### src/rtl/ccu_pkg.sv
package ccu_pkg;
  localparam int CNT_W_DEF  = 16;
  localparam int NUM_CC_DEF = 2;
  localparam int SYNC_STAGES = 2;
  // write address map
  localparam int ADDR_FLAG_CLR = 0;
  localparam int ADDR_IRQ_EN   = 1;
  localparam int ADDR_BUF_BASE = 2;
  // flag groups, each NUM_CC bits wide: compare, capture, overwrite
  localparam int GRP_CMP = 0;
  localparam int GRP_CAP = 1;
  localparam int GRP_OVW = 2;
  localparam int NUM_GRP = 3;
endpackage

### src/rtl/ccu_trig_sync.sv
module ccu_trig_sync #(
  parameter int STAGES = ccu_pkg::SYNC_STAGES
) (
  input  logic clk,
  input  logic rst_n,
  input  logic raw_i,
  output logic rise_o
);
  // sh[STAGES-1] is the synchronised level, sh[STAGES] its previous value
  logic [STAGES:0] sh_q;

  always_ff @(posedge clk or negedge rst_n) begin
    if (!rst_n) sh_q <= '0;
    else        sh_q <= {sh_q[STAGES-1:0], raw_i};
  end

  assign rise_o = sh_q[STAGES-1] & ~sh_q[STAGES];
endmodule

### src/rtl/ccu_cc_slot.sv
module ccu_cc_slot #(
  parameter int CNT_W = ccu_pkg::CNT_W_DEF
) (
  input  logic             clk,
  input  logic             rst_n,
  input  logic [CNT_W-1:0] counter_i,
  input  logic             cap_mode_i,
  input  logic             trig_rise_i,
  input  logic             buf_we_i,
  input  logic [CNT_W-1:0] buf_wdata_i,
  output logic [CNT_W-1:0] cc_o,
  output logic             cmp_hit_o,
  output logic             cap_hit_o
);
  logic [CNT_W-1:0] buf_q;
  logic [CNT_W-1:0] cc_q;
  logic             wrap;

  assign wrap      = (counter_i == '0);
  assign cap_hit_o = cap_mode_i & trig_rise_i;
  assign cmp_hit_o = ~cap_mode_i & (counter_i == cc_q);
  assign cc_o      = cc_q;

  always_ff @(posedge clk or negedge rst_n) begin
    if (!rst_n) buf_q <= '1;
    else if (buf_we_i) buf_q <= buf_wdata_i;
  end

  always_ff @(posedge clk or negedge rst_n) begin
    if (!rst_n)                   cc_q <= '1;
    else if (cap_hit_o)           cc_q <= counter_i;
    else if (!cap_mode_i && wrap) cc_q <= buf_q;
  end
endmodule

### src/rtl/ccu_flag_bank.sv
module ccu_flag_bank #(
  parameter int NUM_CC = ccu_pkg::NUM_CC_DEF,
  localparam int FW    = ccu_pkg::NUM_GRP * NUM_CC
) (
  input  logic              clk,
  input  logic              rst_n,
  input  logic [NUM_CC-1:0] cmp_hit_i,
  input  logic [NUM_CC-1:0] cap_hit_i,
  input  logic [FW-1:0]     clr_i,
  input  logic              en_we_i,
  input  logic [FW-1:0]     en_wdata_i,
  output logic [FW-1:0]     flags_o,
  output logic [FW-1:0]     en_o,
  output logic              irq_o
);
  logic [FW-1:0]     flags_q, en_q, set_vec;
  logic [NUM_CC-1:0] cap_pend;
  logic              irq_q;

  assign cap_pend = flags_q[ccu_pkg::GRP_CAP*NUM_CC +: NUM_CC];
  assign set_vec  = {cap_hit_i & cap_pend, cap_hit_i, cmp_hit_i};

  always_ff @(posedge clk or negedge rst_n) begin
    if (!rst_n) begin
      flags_q <= '0;
      en_q    <= '0;
      irq_q   <= 1'b0;
    end else begin
      flags_q <= (flags_q & ~clr_i) | set_vec;
      if (en_we_i) en_q <= en_wdata_i;
      irq_q   <= |(flags_q & en_q);
    end
  end

  assign flags_o = flags_q;
  assign en_o    = en_q;
  assign irq_o   = irq_q;
endmodule

### src/rtl/ccu_irq_unit.sv
module ccu_irq_unit #(
  parameter int CNT_W  = ccu_pkg::CNT_W_DEF,
  parameter int NUM_CC = ccu_pkg::NUM_CC_DEF,
  localparam int FW    = ccu_pkg::NUM_GRP * NUM_CC,
  localparam int AW    = $clog2(ccu_pkg::ADDR_BUF_BASE + NUM_CC)
) (
  input  logic                    clk,
  input  logic                    rst_n,
  input  logic [CNT_W-1:0]        counter_i,
  input  logic [NUM_CC-1:0]       cap_mode_i,
  input  logic [NUM_CC-1:0]       cap_trig_i,
  input  logic                    wr_en_i,
  input  logic [AW-1:0]           wr_addr_i,
  input  logic [CNT_W-1:0]        wr_data_i,
  output logic [NUM_CC*CNT_W-1:0] cc_val_o,
  output logic [FW-1:0]           flags_o,
  output logic [FW-1:0]           irq_en_o,
  output logic                    irq_o
);
  logic [NUM_CC-1:0] trig_rise, cmp_hit, cap_hit;
  logic [FW-1:0]     clr_vec;
  logic              en_we;

  assign clr_vec = (wr_en_i && wr_addr_i == AW'(ccu_pkg::ADDR_FLAG_CLR))
                   ? wr_data_i[FW-1:0] : '0;
  assign en_we   = wr_en_i && (wr_addr_i == AW'(ccu_pkg::ADDR_IRQ_EN));

  for (genvar s = 0; s < NUM_CC; s++) begin : g_slot
    logic buf_we;
    assign buf_we = wr_en_i && (wr_addr_i == AW'(ccu_pkg::ADDR_BUF_BASE + s));

    ccu_trig_sync #(.STAGES(ccu_pkg::SYNC_STAGES)) u_sync (
      .clk    (clk),
      .rst_n  (rst_n),
      .raw_i  (cap_trig_i[s]),
      .rise_o (trig_rise[s])
    );

    ccu_cc_slot #(.CNT_W(CNT_W)) u_slot (
      .clk         (clk),
      .rst_n       (rst_n),
      .counter_i   (counter_i),
      .cap_mode_i  (cap_mode_i[s]),
      .trig_rise_i (trig_rise[s]),
      .buf_we_i    (buf_we),
      .buf_wdata_i (wr_data_i),
      .cc_o        (cc_val_o[s*CNT_W +: CNT_W]),
      .cmp_hit_o   (cmp_hit[s]),
      .cap_hit_o   (cap_hit[s])
    );
  end

  ccu_flag_bank #(.NUM_CC(NUM_CC)) u_flags (
    .clk        (clk),
    .rst_n      (rst_n),
    .cmp_hit_i  (cmp_hit),
    .cap_hit_i  (cap_hit),
    .clr_i      (clr_vec),
    .en_we_i    (en_we),
    .en_wdata_i (wr_data_i[FW-1:0]),
    .flags_o    (flags_o),
    .en_o       (irq_en_o),
    .irq_o      (irq_o)
  );
endmodule

### config.mk
export PLATFORM = sky130hd
export DESIGN_NAME = ccu_irq_unit
export DESIGN_NICKNAME = d
export VERILOG_FILES = /design/src/rtl/ccu_pkg.sv /design/src/rtl/ccu_trig_sync.sv /design/src/rtl/ccu_cc_slot.sv /design/src/rtl/ccu_flag_bank.sv /design/src/rtl/ccu_irq_unit.sv
export SDC_FILE = /design/constraint.sdc
export NUM_CORES = 1
export LEC_CHECK = 0
export BUFFER_PORTS_ARGS = -buffer_cell sky130_fd_sc_hd__buf_2
export CAP_MARGIN = 5
export CORE_MARGIN = 2
export CORE_UTILIZATION = 48
export CTS_CLUSTER_DIAMETER = 150
export CTS_CLUSTER_SIZE = 30
export DETAILED_ROUTE_END_ITERATION = 10
export PLACE_DENSITY = 0.72
export SYNTH_ARGS = -nofsm -noshare
export SYNTH_HDL_FRONTEND = slang
export SYNTH_SLANG_ARGS = --single-unit
export TNS_END_PERCENT = 1
### constraint.sdc
create_clock -name clk -period 3.45 [get_ports clk]
set_clock_uncertainty 0.15 [all_clocks]
set_input_delay 0.1725 -clock clk [delete_from_list [all_inputs] [get_ports clk]]
set_output_delay 0.1725 -clock clk [all_outputs]
set_load 0.02 [all_outputs]
-- Word level (Yosys, flattened, before mapping)
Cells that the tools add are included.
- output and inout port bits: 45
- bits in read-only memories: 0
- bits in latches: 0
- logic and storage cells: 47
- memories: 0
- register bits: 83
- bits of input ports: 41
- memory bits (writable): 0
- bitwise operators: 15
- $mul: 0
- magnitude comparators: 0
- div/mod/pow operators: 0
- shift operators: 0
- eq/ne operators: 5
- multiplexer cells: 5
- reduce and logical (&&, ||, !) cells: 13
- add/subtract/negate cells: 0
- operators with widths (cell ; number):
    $mux W16 ; 4
    $eq A16 B16 Y1 ; 2
    $logic_not A16 Y1 ; 1
    $and A6 B6 Y6 ; 2
    $and A1 B1 Y1 ; 6
    $logic_and A1 B1 Y1 ; 6
    $mux W6 ; 1
    $not A6 Y6 ; 1
    $or A6 B6 Y6 ; 1
    $reduce_or A6 Y1 ; 1
    $eq A2 B2 Y1 const B ; 2
    $not A1 Y1 ; 4
    $reduce_bool A2 Y1 ; 2
    $and A2 B2 Y2 ; 1
    $eq A2 B1 Y1 const B ; 1
    $logic_not A1 Y1 ; 2
    $logic_not A2 Y1 ; 1

-- Logic depth before layout (Yosys ltp)
- word-level depth: 6
- depth in mapped cells: 6
- gate-level depth less buffers: 4

-- Hierarchy
A second synthesis with hierarchy kept.
- cells, all modules: 323
- area total of the unflattened synthesis: 4042.6 µm²
- modules (own cells, without submodules) (module ; times used ; cells each ; sequential area each (µm²) ; area each (µm²)):
    ccu_cc_slot ; 2 ; 134 ; 840.8 ; 1619.1
    ccu_flag_bank ; 1 ; 38 ; 325.3 ; 524.3
    ccu_trig_sync ; 2 ; 4 ; 75.1 ; 88.8
    ccu_irq_unit ; 1 ; 9 ; 0.0 ; 102.6

-- Least setup slack after synthesis
OpenSTA, ideal clock, no wires.
- path kind: in2reg
- start: in counter_i[3]
- end: reg g_slot[1].u_slot.cc_q[10]
- arrival: 1.359 ns
- slack: 1.861 ns
- stages on the path: 6
- library setup time: 0.080 ns
- buffers on the path: 2
- data required time: 3.220 ns
- path through: nor4_1 > nand4_1 > or2_1 > clkbuf_2 > clkbuf_8 > o221a_2
- longest elaborated chain between the ends: 3
- RTL lines (what ; line ; source):
    start: declaration ; ccu_irq_unit.sv:9 ; input logic [CNT_W-1:0] counter_i,
    $logic_not A16 Y1 ; ccu_cc_slot.sv:19 ; assign wrap = (counter_i == '0);
    $logic_and A1 B1 Y1 ; ccu_cc_slot.sv:32 ; else if (!cap_mode_i && wrap) cc_q <= buf_q;
    $reduce_bool A2 Y1 (no source line) ; - ;
    end signal: assignment ; ccu_cc_slot.sv:31 ; else if (cap_hit_o) cc_q <= counter_i;
    end signal: assignment ; ccu_cc_slot.sv:32 ;
    end: declaration ; ccu_cc_slot.sv:16 ; logic [CNT_W-1:0] cc_q;
No other way between the ends.
A chain may end at the register's enable or synchronous reset.

-- Worst setup path after layout
- start: in counter_i[11]
- end: reg g_slot[0].u_slot.cc_q[6]
- longest elaborated chain between the ends: 3
- RTL lines (what ; line):
    $logic_not A16 Y1 ; ccu_cc_slot.sv:19
    $logic_and A1 B1 Y1 ; ccu_cc_slot.sv:32
    $reduce_bool A2 Y1 (no source line) ; -
    end signal: assignment ; ccu_cc_slot.sv:31
    end signal: assignment ; ccu_cc_slot.sv:32
    end: declaration ; ccu_cc_slot.sv:16
No other way between the ends.

==> summary.md <==
| Metric | Value |
|---|---|
| Hold Path Stages | 3 |
| Power density over cell area | about 570 mW/mm2 |
| CTS tree | built |
| Multi-input gate area in the final layout | roughly 0.0015 mm2 |
| Number of nets in the synthesized netlist | 317 |
| Clock latency at the later pin of the worst-skew pair | between 0.3 and 0.4 ns |
| Worst-case clock buffer depth | 2 |
| Crit path DAT | approximately 2.4 ns |
| Number of antenna violations at the first check in global routing | 0 |
| Setup fix buffers added after clock tree synthesis | 0 |
| Final HPWL from detailed placement | between 6000 and 7000 um |
| Final layout net count | around 430 |
| Cell type with the largest total area after synthesis | sky130_fd_sc_hd__dfstp_2 |
| CORE AREA | roughly 0.0076 mm2 |
| Total detailed-routing wirelength | around 9000 um |
| CTS Root Buffer Type | sky130_fd_sc_hd__clkbuf_8 |
| 1st-pass router iterations | 4 |
| Total number of cells along the worst setup path | 5 |
| Post-route worst hold slack | a little over 0.08 ns |
| Area added between synthesis and finish | 24.8% |
| Shortest clock period the worst path allows after layout | roughly 2.3 ns |
| Reg2reg setup slack | roughly 1.6 ns |
| Number of hold violations in the final report | 0 |
| Final setup vio count | 0 |
| Total Neg Setup Slack | 0 ns |
| Clock Pin Slew Worst Setup and Hold Paths | 0.08 ns |
| Summed instance area of the synthesized netlist | around 0.0038 mm2 |
| Total congestion overflow | 0 |
| Nature of the critical path startpoint | input pin |
| Worst-Margin Slew | about 1.3 ns |
| Count of distinct cell types in the synthesized netlist | 26 |
| DR vias/cell | 5.46 |
| First-pass GRT wire length | around 15000 um |
| Count of mapped cells out of synthesis | 276 |
| Worst endpoint required time | 3.59 ns |
| Filler instances | ~620 |
| Max_cap viols | 0 |
| Dominant cells by area after synthesis | sky130_fd_sc_hd__dfstp_2 45%, sky130_fd_sc_hd__dfrtp_1 13%, sky130_fd_sc_hd__mux2_2 11%, sky130_fd_sc_hd__o221a_2 9.3%, sky130_fd_sc_hd__xor2_1 5.6% |
| Maximum clock frequency | around 440 MHz |
| Number of buffers and inverters on the critical path | 1 |
| Gpl congestion | 0.788 |
| Die area | ~0.0086 mm2 |
| Diode insertion count for antenna repair | 0 |
| Share of final-layout standard cells stronger than drive strength 1 | between 60% and 70% |
| Leakage power | between 1.5 and 2 nW |
| Final instance area | 0.00469 mm2 |
| Utilization of the core after routing | between 60% and 70% |
| Delay contributed by the slowest stage of the critical path | around 1.0 ns |
| Syn. warnings | 0 |
| Maximum number of pins on one net before global-route repair | between 80 and 90 |
| Residual DRC count | 0 |
| Number of input and output port buffers inserted | 85 |
| H-tree Lvls | 3 |
| Quantity of gates resized following cts | 0 |
| Placed Instance Area | between 0.004 and 0.005 mm2 |
| Final slew viol count | 0 |
| Fin crit share | around two thirds |
| Row cnt | 32 |
| Initial core utilization | approximately half |
| Critical path peak fanout | 16 |
| Type of the worst setup path | in -> reg |
| Critical path, cell by cell | buf_2 > nor4_1 > nand4_1 > o21ai_1 > o221a_2 |
| Number of cells traversed by the worst register-to-register path | 3 |
| Number of clock buffers inserted by TritonCTS | 9 |
| Flip-flop and latch count after synthesis | between 80 and 90 |
| Wire per inst | 18.6 um |
| Residual antenna-violating net count after detailed routing | 0 |
| Post-synth top area share | between 40% and 50% |
| Setup repair after global routing missed its margin | false |
| Peak supply drop | roughly 230 uV |
| Number of global-route vias before repair | 2731 |
| Overall power consumption | 2.69 mW |
| Worst max-slew margin expressed relative to the limit | 13.1% |
| Top-Level Pins | 86 |
| Starting DRC count in detailed routing | approximately 160 |
| Standard cell with the maximum stage delay on the critical path | sky130_fd_sc_hd__o21ai_1 |
| Vert. Die Dim | slightly above 90 um |
| Die X-Extent | around 93 um |
| Overall routing resource usage | a little under a quarter |
| Area of all sequential standard cells | about 0.0022 mm2 |
| Outcome | finished, final reports clean |
| Sequential element share of the synthesized area | between 50% and 60% |
| CP top delay family | compound AO/OA/AOI/OAI gates |
| Endpoint kind of the worst setup timing path | flip-flop |
| Clock tree sinks | 83 |
| Synthesized area divided by synthesized cell count | between 10 and 15 um2 |
| Via count | roughly 2700 |
| Worst hold path type | in -> reg |
stage by stage:
step	setup WS (ns)	instances
finish	1.17	493
global route	1.07	493
CTS	1.21	493
detailed placement	0.830	456
global placement	0.876	456
floorplan	1.86	276
cell families after synthesis:
kind of cell              synth area share (%)
DFF                                       57.4
and+or+nand+nor                           10.7
AOI/OAI and AO/OA                         11.2
muxes                                     11.4
xor gates and xnor gates                  7.45
buffers and inverters                     1.93
metal layers:
metal	GRT usage (%)	vias up	share of wire, %	routed length (um)
met5	1.92	-	0	0
met4	8.08	0	1.8	164
met3	3.91	13	3.7	342
met2	36.7	64	48	4400
met1	30.6	1377	47	4290
li1	-	1240	-	-
repair_timing:
action                                  in CTS  in global routing
hold buffers                                21                  0
endpoints found under the setup margin       0                  0
hold endpoints to repair                    64                  0
synth_stat cells, drive strengths merged:
cell and n:
nor4 8, xor2 24, o21ai 4, dfrtp 19, a22oi 3, mux2 38, nor3 2, clkbuf 7
buf 3, xnor2 8, dfstp 64, nor3b 1, nand4 3, o221a 32, inv 2, or2 34
nand2 14, nand3 4, nand3b 4, o41ai 2
sequential cells by signal, indices dropped and copies added (netlist names):
signal,cells
g_slot.u_slot.buf_q,32
g_slot.u_slot.cc_o,32
g_slot.u_sync.sh_q,6
u_flags.en_o,6
u_flags.flags_o,6
u_flags.irq_o,1
worst register-to-register path, cell delays in order (launching register included):
cell                       delay, ns
sky130_fd_sc_hd__dfrtp_1        0.36
sky130_fd_sc_hd__nand3b_1       0.18
sky130_fd_sc_hd__o21ai_1        0.70
sky130_fd_sc_hd__o221a_2        0.38
report_power, final:
group	internal [mW]	switching, mW
clock	0.406	0.344
combinational	0.274	0.299
sequential	1.24	0.132
placed cells by master, fill, tap and decap left out, types with 2 or more instances in the layout:
master / Yosys / final
sky130_fd_sc_hd__xnor2_1: 8 / 8
sky130_fd_sc_hd__buf_4: 2 / 4
sky130_fd_sc_hd__mux2_2: 38 / 38
sky130_fd_sc_hd__o221a_2: 31 / 31
sky130_fd_sc_hd__a22oi_1: 3 / 3
sky130_fd_sc_hd__or2_2: 32 / 32
sky130_fd_sc_hd__clkbuf_1: 4 / 2
sky130_fd_sc_hd__dlygate4sd3_1: 0 / 21
sky130_fd_sc_hd__clkinv_2: 0 / 2
sky130_fd_sc_hd__xor2_1: 24 / 24
sky130_fd_sc_hd__bufinv_16: 0 / 2
sky130_fd_sc_hd__o21ai_1: 2 / 2
sky130_fd_sc_hd__clkbuf_8: 1 / 9
sky130_fd_sc_hd__or2_1: 2 / 2
sky130_fd_sc_hd__nand4_1: 3 / 3
sky130_fd_sc_hd__o21ai_0: 2 / 2
sky130_fd_sc_hd__buf_2: 0 / 84
sky130_fd_sc_hd__nand3b_1: 4 / 4
sky130_fd_sc_hd__inv_1: 2 / 2
sky130_fd_sc_hd__dfrtp_1: 19 / 19
sky130_fd_sc_hd__o41ai_1: 2 / 2
sky130_fd_sc_hd__nand2_1: 14 / 14
sky130_fd_sc_hd__nor4_1: 8 / 8
sky130_fd_sc_hd__nor3_1: 2 / 2
sky130_fd_sc_hd__nand3_1: 4 / 4
sky130_fd_sc_hd__dfstp_2: 64 / 64
worst paths after layout:
kind	to	startpoint
max	g_slot[0].u_slot.cc_o[6]	counter_i[11]
min	u_flags.flags_o[1]	counter_i[15]
max reg2reg	g_slot[0].u_slot.cc_o[6]	g_slot[0].u_sync.sh_q[2]
min reg2reg	g_slot[0].u_sync.sh_q[1]	g_slot[0].u_sync.sh_q[0]
max in group asynchronous	g_slot[1].u_sync.sh_q[2]	rst_n
min in group asynchronous	u_flags.en_o[4]	rst_n
final cells by class:
type,count,share of cell area [%]
clock buffers,11,2.80
inverters,2,0.160
flip-flops and latches,83,46.0
repair buffers,109,14.1
clock inverters,5,1.65
well taps,102,2.72
multi-input cells,181,32.6
Power figures use the tool's default switching activity.
